===== config.mk =====
export PLATFORM = sky130hd
export DESIGN_NAME = trig_qualifier
export DESIGN_NICKNAME = d
export VERILOG_FILES = /design/src/rtl/ctq_pkg.sv /design/src/rtl/ctq_and_term.sv /design/src/rtl/ctq_source.sv /design/src/rtl/ctq_edge_pulse.sv /design/src/rtl/trig_qualifier.sv
export SDC_FILE = /design/constraint.sdc
export NUM_CORES = 1
export LEC_CHECK = 0
export BUFFER_PORTS_ARGS = -buffer_cell sky130_fd_sc_hd__buf_2
export CAP_MARGIN = 20
export CORE_MARGIN = 2
export CORE_UTILIZATION = 41
export CTS_BUF_LIST = sky130_fd_sc_hd__clkbuf_2 sky130_fd_sc_hd__clkbuf_4 sky130_fd_sc_hd__clkbuf_8
export DETAILED_ROUTE_END_ITERATION = 8
export PLACE_DENSITY = 0.9
export SLEW_MARGIN = 5
export SYNTH_ARGS = -nofsm -noshare
export SYNTH_HDL_FRONTEND = slang
export SYNTH_HIERARCHICAL = 1
export SYNTH_SLANG_ARGS = --single-unit
export TNS_END_PERCENT = 1

===== constraint.sdc =====
create_clock -name clk -period 3.2 [get_ports clk]
set_clock_uncertainty 0.2 [all_clocks]
set_input_delay 0.32 -clock clk [delete_from_list [all_inputs] [get_ports clk]]
set_output_delay 0.32 -clock clk [all_outputs]
set_load 0.01 [all_outputs]

===== src/rtl/ctq_pkg.sv =====
package ctq_pkg;

  localparam int SEL_W   = 4;
  localparam int FVAL_W  = 5;
  localparam int NIB_W   = 4;

  typedef enum logic [1:0] {
    SRC_BIT = 2'd0,
    SRC_MAC = 2'd1,
    SRC_MAN = 2'd2,
    SRC_OFF = 2'd3
  } trig_src_e;

  // Raw field comparison for one qualifier term (before inversion).
  function automatic logic f_field_match(
    input logic [SEL_W-1:0]  sel,
    input logic [FVAL_W-1:0] val,
    input logic [FVAL_W-1:0] fa,
    input logic [FVAL_W-1:0] fb,
    input logic [FVAL_W-1:0] fc,
    input logic [NIB_W-1:0]  fd
  );
    logic m;
    case (sel)
      4'd4:    m = (fa == val);
      4'd5:    m = (fb == val);
      4'd6:    m = (fc == val);
      4'd7:    m = (fd == val[NIB_W-1:0]);
      default: m = 1'b0;
    endcase
    return m;
  endfunction

  // Masked equality: only bits set in en take part.
  function automatic logic f_masked_eq(
    input logic [31:0] word,
    input logic [31:0] en,
    input logic [31:0] val
  );
    return ((word & en) == (val & en));
  endfunction

endpackage


===== src/rtl/ctq_and_term.sv =====
module ctq_and_term
  import ctq_pkg::*;
(
  input  logic [SEL_W-1:0]  sel,
  input  logic [FVAL_W-1:0] val,
  input  logic              inv,
  input  logic [FVAL_W-1:0] fa,
  input  logic [FVAL_W-1:0] fb,
  input  logic [FVAL_W-1:0] fc,
  input  logic [NIB_W-1:0]  fd,
  output logic              active,
  output logic              hit
);

  logic raw_match;

  always_comb begin
    raw_match = f_field_match(sel, val, fa, fb, fc, fd);
    active    = (sel != '0);
    hit       = active ? (raw_match ^ inv) : 1'b1;
  end

endmodule


===== src/rtl/ctq_source.sv =====
module ctq_source
  import ctq_pkg::*;
#(
  parameter int DW     = 32,
  parameter int BSEL_W = $clog2(DW)
) (
  input  logic              clk,
  input  logic              rst_n,
  input  logic [DW-1:0]     dbg_word,
  input  logic [BSEL_W-1:0] bit_sel,
  input  logic [DW-1:0]     mac_mask,
  input  logic [DW-1:0]     mac_ref,
  input  logic              man_wr,
  input  logic              man_wr_data,
  output logic              src_bit,
  output logic              mac_match,
  output logic              man_bit
);

  always_comb begin
    src_bit   = dbg_word[bit_sel];
    mac_match = ((dbg_word & mac_mask) == mac_ref);
  end

  always_ff @(posedge clk) begin
    if (!rst_n)      man_bit <= 1'b0;
    else if (man_wr) man_bit <= man_wr_data;
  end

  // without a write strobe the manual bit keeps its value
  p_man_hold_r4: assert property (@(posedge clk) disable iff (!rst_n)
    !man_wr |=> $stable(man_bit));

  // a write strobe lands its data in the manual bit
  p_man_load_r4: assert property (@(posedge clk) disable iff (!rst_n)
    man_wr |=> (man_bit == $past(man_wr_data)));

endmodule


===== src/rtl/ctq_edge_pulse.sv =====
module ctq_edge_pulse (
  input  logic clk,
  input  logic rst_n,
  input  logic cond_in,
  output logic cond_q,
  output logic pulse
);

  // cond_q resets high so that a condition already true at release
  // cannot look like a fresh rise.
  always_ff @(posedge clk) begin
    if (!rst_n) begin
      cond_q <= 1'b1;
      pulse  <= 1'b0;
    end else begin
      cond_q <= cond_in;
      pulse  <= cond_in & ~cond_q;
    end
  end

  // a pulse is never longer than one clock
  p_one_clock_r9: assert property (@(posedge clk) disable iff (!rst_n)
    pulse |=> !pulse);

  // a pulse is always paired with a low-to-high registered condition
  p_rise_only_r9: assert property (@(posedge clk) disable iff (!rst_n)
    pulse |-> (cond_q && !$past(cond_q)));

  // no pulse while reset is held
  always_ff @(posedge clk) begin
    if (!rst_n) a_rst_quiet_r10: assert (!pulse || $past(rst_n));
  end

endmodule


===== src/rtl/trig_qualifier.sv =====
module trig_qualifier
  import ctq_pkg::*;
#(
  parameter int DW    = 32,
  parameter int NTERM = 3
) (
  input  logic                    clk,
  input  logic                    rst_n,
  input  logic [DW-1:0]           dbg_word,
  input  logic [FVAL_W-1:0]       fld_a,
  input  logic [FVAL_W-1:0]       fld_b,
  input  logic [FVAL_W-1:0]       fld_c,
  input  logic [NIB_W-1:0]        fld_d,
  input  logic [1:0]              cfg_mode,
  input  logic [$clog2(DW)-1:0]   cfg_bit_sel,
  input  logic                    cfg_edge,
  input  logic [DW-1:0]           cfg_mac_mask,
  input  logic [DW-1:0]           cfg_mac_ref,
  input  logic                    cfg_ori_dis,
  input  logic [NTERM*SEL_W-1:0]  cfg_term_sel,
  input  logic [NTERM*FVAL_W-1:0] cfg_term_val,
  input  logic [NTERM-1:0]        cfg_term_inv,
  input  logic [DW-1:0]           cfg_wide_en,
  input  logic [DW-1:0]           cfg_wide_val,
  input  logic                    man_wr,
  input  logic                    man_wr_data,
  output logic                    trig_pulse
);

  localparam int BSEL_W = $clog2(DW);

  logic             src_bit, mac_match, man_bit;
  logic [NTERM-1:0] term_active, term_hit;
  logic             wide_active, wide_hit;
  logic             any_term, use_src, bit_level, bit_cond, cond_now, cond_q;
  trig_src_e        mode;

  ctq_source #(.DW(DW), .BSEL_W(BSEL_W)) u_src (
    .clk        (clk),
    .rst_n      (rst_n),
    .dbg_word   (dbg_word),
    .bit_sel    (cfg_bit_sel),
    .mac_mask   (cfg_mac_mask),
    .mac_ref    (cfg_mac_ref),
    .man_wr     (man_wr),
    .man_wr_data(man_wr_data),
    .src_bit    (src_bit),
    .mac_match  (mac_match),
    .man_bit    (man_bit)
  );

  for (genvar g = 0; g < NTERM; g++) begin : g_term
    ctq_and_term u_term (
      .sel   (cfg_term_sel[g*SEL_W +: SEL_W]),
      .val   (cfg_term_val[g*FVAL_W +: FVAL_W]),
      .inv   (cfg_term_inv[g]),
      .fa    (fld_a),
      .fb    (fld_b),
      .fc    (fld_c),
      .fd    (fld_d),
      .active(term_active[g]),
      .hit   (term_hit[g])
    );

    // an unused selector leaves the term satisfied
    p_sel_zero_true_r5: assert property (@(posedge clk) disable iff (!rst_n)
      (cfg_term_sel[g*SEL_W +: SEL_W] == '0) |-> term_hit[g]);
  end

  always_comb begin
    mode        = trig_src_e'(cfg_mode);
    wide_active = (cfg_wide_en != '0);
    wide_hit    = wide_active ? f_masked_eq(dbg_word, cfg_wide_en, cfg_wide_val) : 1'b1;
    any_term    = (|term_active) | wide_active;
    use_src     = !(cfg_ori_dis && any_term);
    bit_level   = src_bit ^ cfg_edge;
    bit_cond    = (use_src ? bit_level : 1'b1) & (&term_hit) & wide_hit;
    case (mode)
      SRC_BIT: cond_now = bit_cond;
      SRC_MAC: cond_now = mac_match ^ cfg_edge;
      SRC_MAN: cond_now = man_bit;
      default: cond_now = 1'b0;
    endcase
  end

  ctq_edge_pulse u_pulse (
    .clk    (clk),
    .rst_n  (rst_n),
    .cond_in(cond_now),
    .cond_q (cond_q),
    .pulse  (trig_pulse)
  );

  // no pulse can follow a clock spent with no source selected
  p_off_quiet_r1: assert property (@(posedge clk) disable iff (!rst_n)
    trig_pulse |-> ($past(cfg_mode) != SRC_OFF));

  // an empty enable mask never blocks the chain
  p_wide_off_r6: assert property (@(posedge clk) disable iff (!rst_n)
    (cfg_wide_en == '0) |-> wide_hit);

  // a rising-edge masked-match pulse follows a sampled match
  p_mac_match_r3: assert property (@(posedge clk) disable iff (!rst_n)
    (trig_pulse && $past(cfg_mode) == SRC_MAC && !$past(cfg_edge)) |-> $past(mac_match));

  // a mode-0 pulse needs every term satisfied when sampled
  p_terms_gate_r7: assert property (@(posedge clk) disable iff (!rst_n)
    (trig_pulse && $past(cfg_mode) == SRC_BIT) |-> ($past(&term_hit) && $past(wide_hit)));

  // a manual pulse needs the stored bit set
  p_man_pulse_r4: assert property (@(posedge clk) disable iff (!rst_n)
    (trig_pulse && $past(cfg_mode) == SRC_MAN) |-> $past(man_bit));

endmodule


* Yosys cells after proc, flatten, opt, wreduce, memory -nomap -nowiden *
Index checks and enable logic that the tools add are counted.

storage, ports and cells
  input bits = 222
  bits in registers = 3
  word-level logic and storage cells = 64
  output and inout bits = 1

operators by class
  bitwise operators = 13
  reductions and logical operators = 8
  $lt $le $gt $ge = 1
  equality and inequality tests = 28
  mux-type cells = 11

operator list
  cell                                                 count
  bitwise AND 32 bit                                   3
  equality test 32 bit                                 2
  equality test 4 x 3 -> 1 bit, second input constant  12
  equality test 5 bit                                  9
  nonzero test 32 bit                                  1
  equality test 4 bit                                  3
  one-hot mux 1 bit (4 select lines)                   3
  nonzero test 4 bit                                   3
  < comparator 5 x 6 -> 1 bit, second input constant   1
  2-to-1 mux 1 bit                                     6
  binary-select mux 1 bit (select 5 bit)               1
  bitwise XOR 1 bit                                    5
  bitwise AND 1 bit                                    3
  one-hot mux 1 bit (3 select lines)                   1
  AND reduction 3 bit                                  1
  OR reduction 3 bit                                   1
  equality test 2 x 1 -> 1 bit, second input constant  1
  equality test 2 bit, second input constant           1
  zero test 2 bit                                      1
  logical AND 1 bit                                    1
  inverter 1 bit                                       1
  OR 1 bit                                             1

* Depth between registers and ports, before layout *
  word-level depth = 9
  mapped depth = 13

* By module *
Netlist, hierarchy kept.

modules (own cells, without submodules)
  module          times used  cells an instance  area each (um^2)
  ctq_and_term    3           62                 442.9
  ctq_source      1           119                828.3
  trig_qualifier  1           76                 569.3
  ctq_edge_pulse  1           4                  55.1

* Worst setup path after synthesis *
Ideal clock, no wire load.

  path type = input -> register
  start point = in cfg_term_sel[8]
  end point = reg u_pulse.pulse
  data arrival time = 2,588 ps
  path buffers = 0
  path slack = 352 ps
  cell stages on the path = 12
  cell sequence = and2b_4 > a221oi_1 > or4_1 > o31ai_1 > o41ai_1 > nor2b_1 > nand4_1 > a21oi_1 > nand3_1 > or4_1 > o21ai_1 > and3b_1

between the ends
  cells in the longest elaborated chain, start to end = 9

RTL lines
  what                                    line                  source
  start, declared                         trig_qualifier.sv:20  input logic [NTERM*SEL_W-1:0] cfg_term_sel,
  equality test 4 x 3 -> 1 bit            ctq_pkg.sv:24         case (sel)
  one-hot mux 1 bit (4 select lines)      ctq_pkg.sv:24
  bitwise XOR 1 bit                       ctq_and_term.sv:20    hit = active ? (raw_match ^ inv) : 1'b1;
  2-to-1 mux 1 bit (*)                    ctq_and_term.sv:20
  named net term_hit[2]                   trig_qualifier.sv:33  logic [NTERM-1:0] term_active, term_hit;
  AND reduction 3 bit (*)                 trig_qualifier.sv:77  bit_cond = (use_src ? bit_level : 1'b1) & (&term_hit) & wide_hit;
  bitwise AND 1 bit (*) (2 in a row)      trig_qualifier.sv:77
  one-hot mux 1 bit (3 select lines) (*)  trig_qualifier.sv:78  case (mode)
  named net cond_now                      trig_qualifier.sv:35  logic any_term, use_src, bit_level, bit_cond, cond_now, cond_q;
  bitwise AND 1 bit (*)                   ctq_edge_pulse.sv:17  pulse <= cond_in & ~cond_q;
  end signal, assigned                    ctq_edge_pulse.sv:17
  end, declared                           ctq_edge_pulse.sv:6   output logic pulse

Mark *: on every way through the listed nets, which the timed path passes. The rest lies on a longest branch.
A chain may end at the register's enable or synchronous reset.

* Final worst setup path *
  start point = in cfg_term_sel[4]
  end point = reg u_pulse.pulse

The elaborated chain is that of the path after synthesis.

==> qor.yml <==
final_layout:
  drive_above_1_share_pct: 40.4
  fillers: 614
  area_growth_pct: 46.6
  final_net_count: 837
  fin_area_um2: 4080
floorplan:
  initial_utilization_pct: 41.6
  placementRows: 30
  fp.coreArea_um2: 6680
  die_y_um: 86.4
  die_area_um2: 7460
  pin_count: 223
  die_width_um: 86.4
critical_path:
  crit_type: "in -> reg"
  arrival_ps: 2930
  crit_fanout: 5
  required_ps: 3160
  critPathLaunchType: "input port"
  end_kind: "flip-flop"
sta:
  period_share_pct: 92.7
  rsz0062_at_grt: "false"
  worst_pin_slew_ps: 512
  fin_tns_setup_ps: 0
  slew_headroom_pct: 65.6
  finalHoldViolCount: 0
  drv_slew: 0
  setup_violations: 0
  max_freq_mhz: 337
  period_minus_slack_ps: 2970
outcome:
  status: "finished, final reports clean"
global_route:
  overflow: 0
  grt_pass1_wl_mm: 18.6
  grt_pass1_vias: 3721
  antenna_found_initial: 2
  grt_use_total_pct: 31.9
  grt_max_degree: 17
clock_network:
  clk_latency_ps: 220
  cts_buffer_depth: 2
  cts-buffers-inserted: 3
  cts_tree: "done"
  clk_pin_slew_ps: 30
  clock_sinks: 3
  cts_setup_buffers: 0
  root_buffer: "clkbuf_8"
  ctsHoldBuffers: 0
  htreeDepth: 1
power:
  p_leak_nw: 1.95
  power.density_nw_per_um2: 172
  irDropWorstVdd_v: 0.0000968
synth:
  ys_ff_latch: 3
  syn_nets: 607
  synth_edf_count: 0
  synth_area_um2: 2780
  synth_warnings: 6
  seq_area_frac_synth_pct: 2.16
  ys.flop_type: "dfxtp_1"
  ys_types: 43
  postSynthCellCount: 385
  synthArstFlopShare_pct: 0
  syn_avg_cell_area_um2: 7.22
place:
  numPortBuffers: 222
  place_area_um2: 4010
  finalWeightedCongestion: 0.996
  detailed_place_hpwl_mm: 11.3
route:
  viasPerCell: 5.95
  drt_iter0_markers: 348
  drc: 0
  routed_wl_mm: 13.1
  wire_per_inst_um: 18.8
  ant_nets: 0
  firstDrtPassIters: 5
  vias: 4154
run:
  drv_cap: 0
worst_hold_path:
  hp-class: "in -> reg"
## power by group
part	internal [mW]	total (mW)	switching, mW
sequential	0.0396	0.0403	0.000649
combinational	0.258	0.540	0.282
clock	0.0937	0.123	0.0288
## final timing paths
kind                         from        endpoint  slack (ps)  depth (start not counted)
setup / recovery  cfg_term_sel[4]   u_pulse/pulse         230                         13
hold reg to reg    u_pulse/cond_q   u_pulse/pulse         310                          1
hold / removal              rst_n  u_pulse/cond_q         100                          2
setup reg to reg    u_src/man_bit   u_pulse/pulse        2090                          5
## routing by layer
| metal | wire length [um] | part of all wire [%] | GRT usage [%] |
|---|---|---|---|
| met1 | 5230 | 40 | 42.5 |
| met2 | 5950 | 45 | 53.1 |
| met3 | 1530 | 12 | 4.76 |
| met4 | 410 | 3.1 | 9.52 |
| met5 | 0 | 0 | 0 |
## critical path, stage by stage
cell	delay (ps)
buf_2	110
and2b_4	260
a221oi_1	70
or4_1	540
o31ai_1	230
o41ai_1	100
nor2b_1	170
nand4_1	100
a21oi_1	150
nand3_1	80
or4_1	480
o21ai_1	150
and3b_1	170
## cell usage after synthesis, drive strengths merged (2+ instances only)
library cell | instances | area [um2]
nor4bb | 3 | 30.0
a22o | 4 | 35.0
or3 | 3 | 18.8
o21ai | 4 | 20.0
nand2 | 46 | 173
nor3 | 7 | 35.0
nor2b | 23 | 144
nor4 | 22 | 138
a221oi | 16 | 146
o311ai | 3 | 26.3
o31ai | 3 | 22.5
and4bb | 3 | 37.5
xnor2 | 36 | 315
nand2b | 14 | 87.6
mux2i | 17 | 170
a31oi | 3 | 18.8
nor2 | 15 | 56.3
dfxtp | 3 | 60.1
and3 | 3 | 18.8
xor2 | 72 | 631
nor3b | 3 | 22.5
a211oi | 4 | 30.0
and2b | 7 | 63.8
clkbuf | 3 | 11.3
or2 | 3 | 18.8
a21oi | 9 | 45.0
a22oi | 16 | 120
inv | 6 | 22.5
or4 | 4 | 30.0
nand3 | 6 | 30.0
buf | 2 | 31.3
nand4 | 8 | 50.1
o41ai | 9 | 78.8
## layout by cell type, fill, tap and decap left out, types with 4 or more instances in the layout
| cell type | count |
|---|---|
| nand2_1 | 46 |
| nand3_1 | 6 |
| nor3_1 | 7 |
| buf_4 | 8 |
| nand2b_1 | 14 |
| a211oi_1 | 4 |
| inv_1 | 6 |
| buf_2 | 222 |
| nor4_1 | 22 |
| a22oi_1 | 16 |
| o41ai_1 | 8 |
| a221oi_1 | 15 |
| diode_2 | 4 |
| nand4_1 | 8 |
| mux2i_1 | 17 |
| nor2_1 | 15 |
| xor2_1 | 72 |
| xnor2_1 | 36 |
| nor2b_1 | 23 |
| a22o_1 | 4 |
| or4_1 | 4 |
| a21oi_1 | 9 |
## state kept, by name, indices dropped and copies added, names as in the netlist
signal,flops
u_src/man_bit,1
u_pulse/pulse,1
u_pulse/cond_q,1
## final cells by class
| type | count | area, um2 | area share (%) |
|---|---|---|---|
| antenna | 4 | 10.0 | 0.246 |
| tap | 80 | 100 | 2.46 |
| sequential | 3 | 60.1 | 1.47 |
| clock buffer | 4 | 48.8 | 1.20 |
| multi-input combinational | 371 | 2660 | 65.3 |
| inverter | 6 | 22.5 | 0.552 |
| timing repair buffer | 230 | 1170 | 28.7 |
## metrics by stage
step / hold slack [ps] / utilization (%) / power, mW / setup slack (ps) / cells
final: 103 / 61.0 / 0.703 / 232 / 698
after global routing: 112 / 60.9 / 0.746 / 3.60 / 694
after CTS: 110 / 60.7 / 0.693 / 255 / 694
after detailed placement: 297 / 60.0 / 0.564 / 24.8 / 690
after global placement: 293 / 60.0 / 0.550 / 96.8 / 690
after floorplan: 193 / - / 0.296 / 352 / 385
## cell families after synthesis
group                  after synthesis  share of synthesized area [%]
multiplexers                        17                           6.12
AO/OA/AOI/OAI                       73                           20.2
XOR/XNOR                           108                           34.0
buffers and inverters               11                           2.34
AND/OR/NAND/NOR                    173                           35.1
flip-flops                           3                           2.16
## repair_timing
item | 4_1_cts | 5_1_grt
setup endpoints to repair | 0 | 1
hold endpoints to repair | 0 | 0
resized for setup | 0 | 1
No activity file was read; power rests on OpenSTA's default activity.
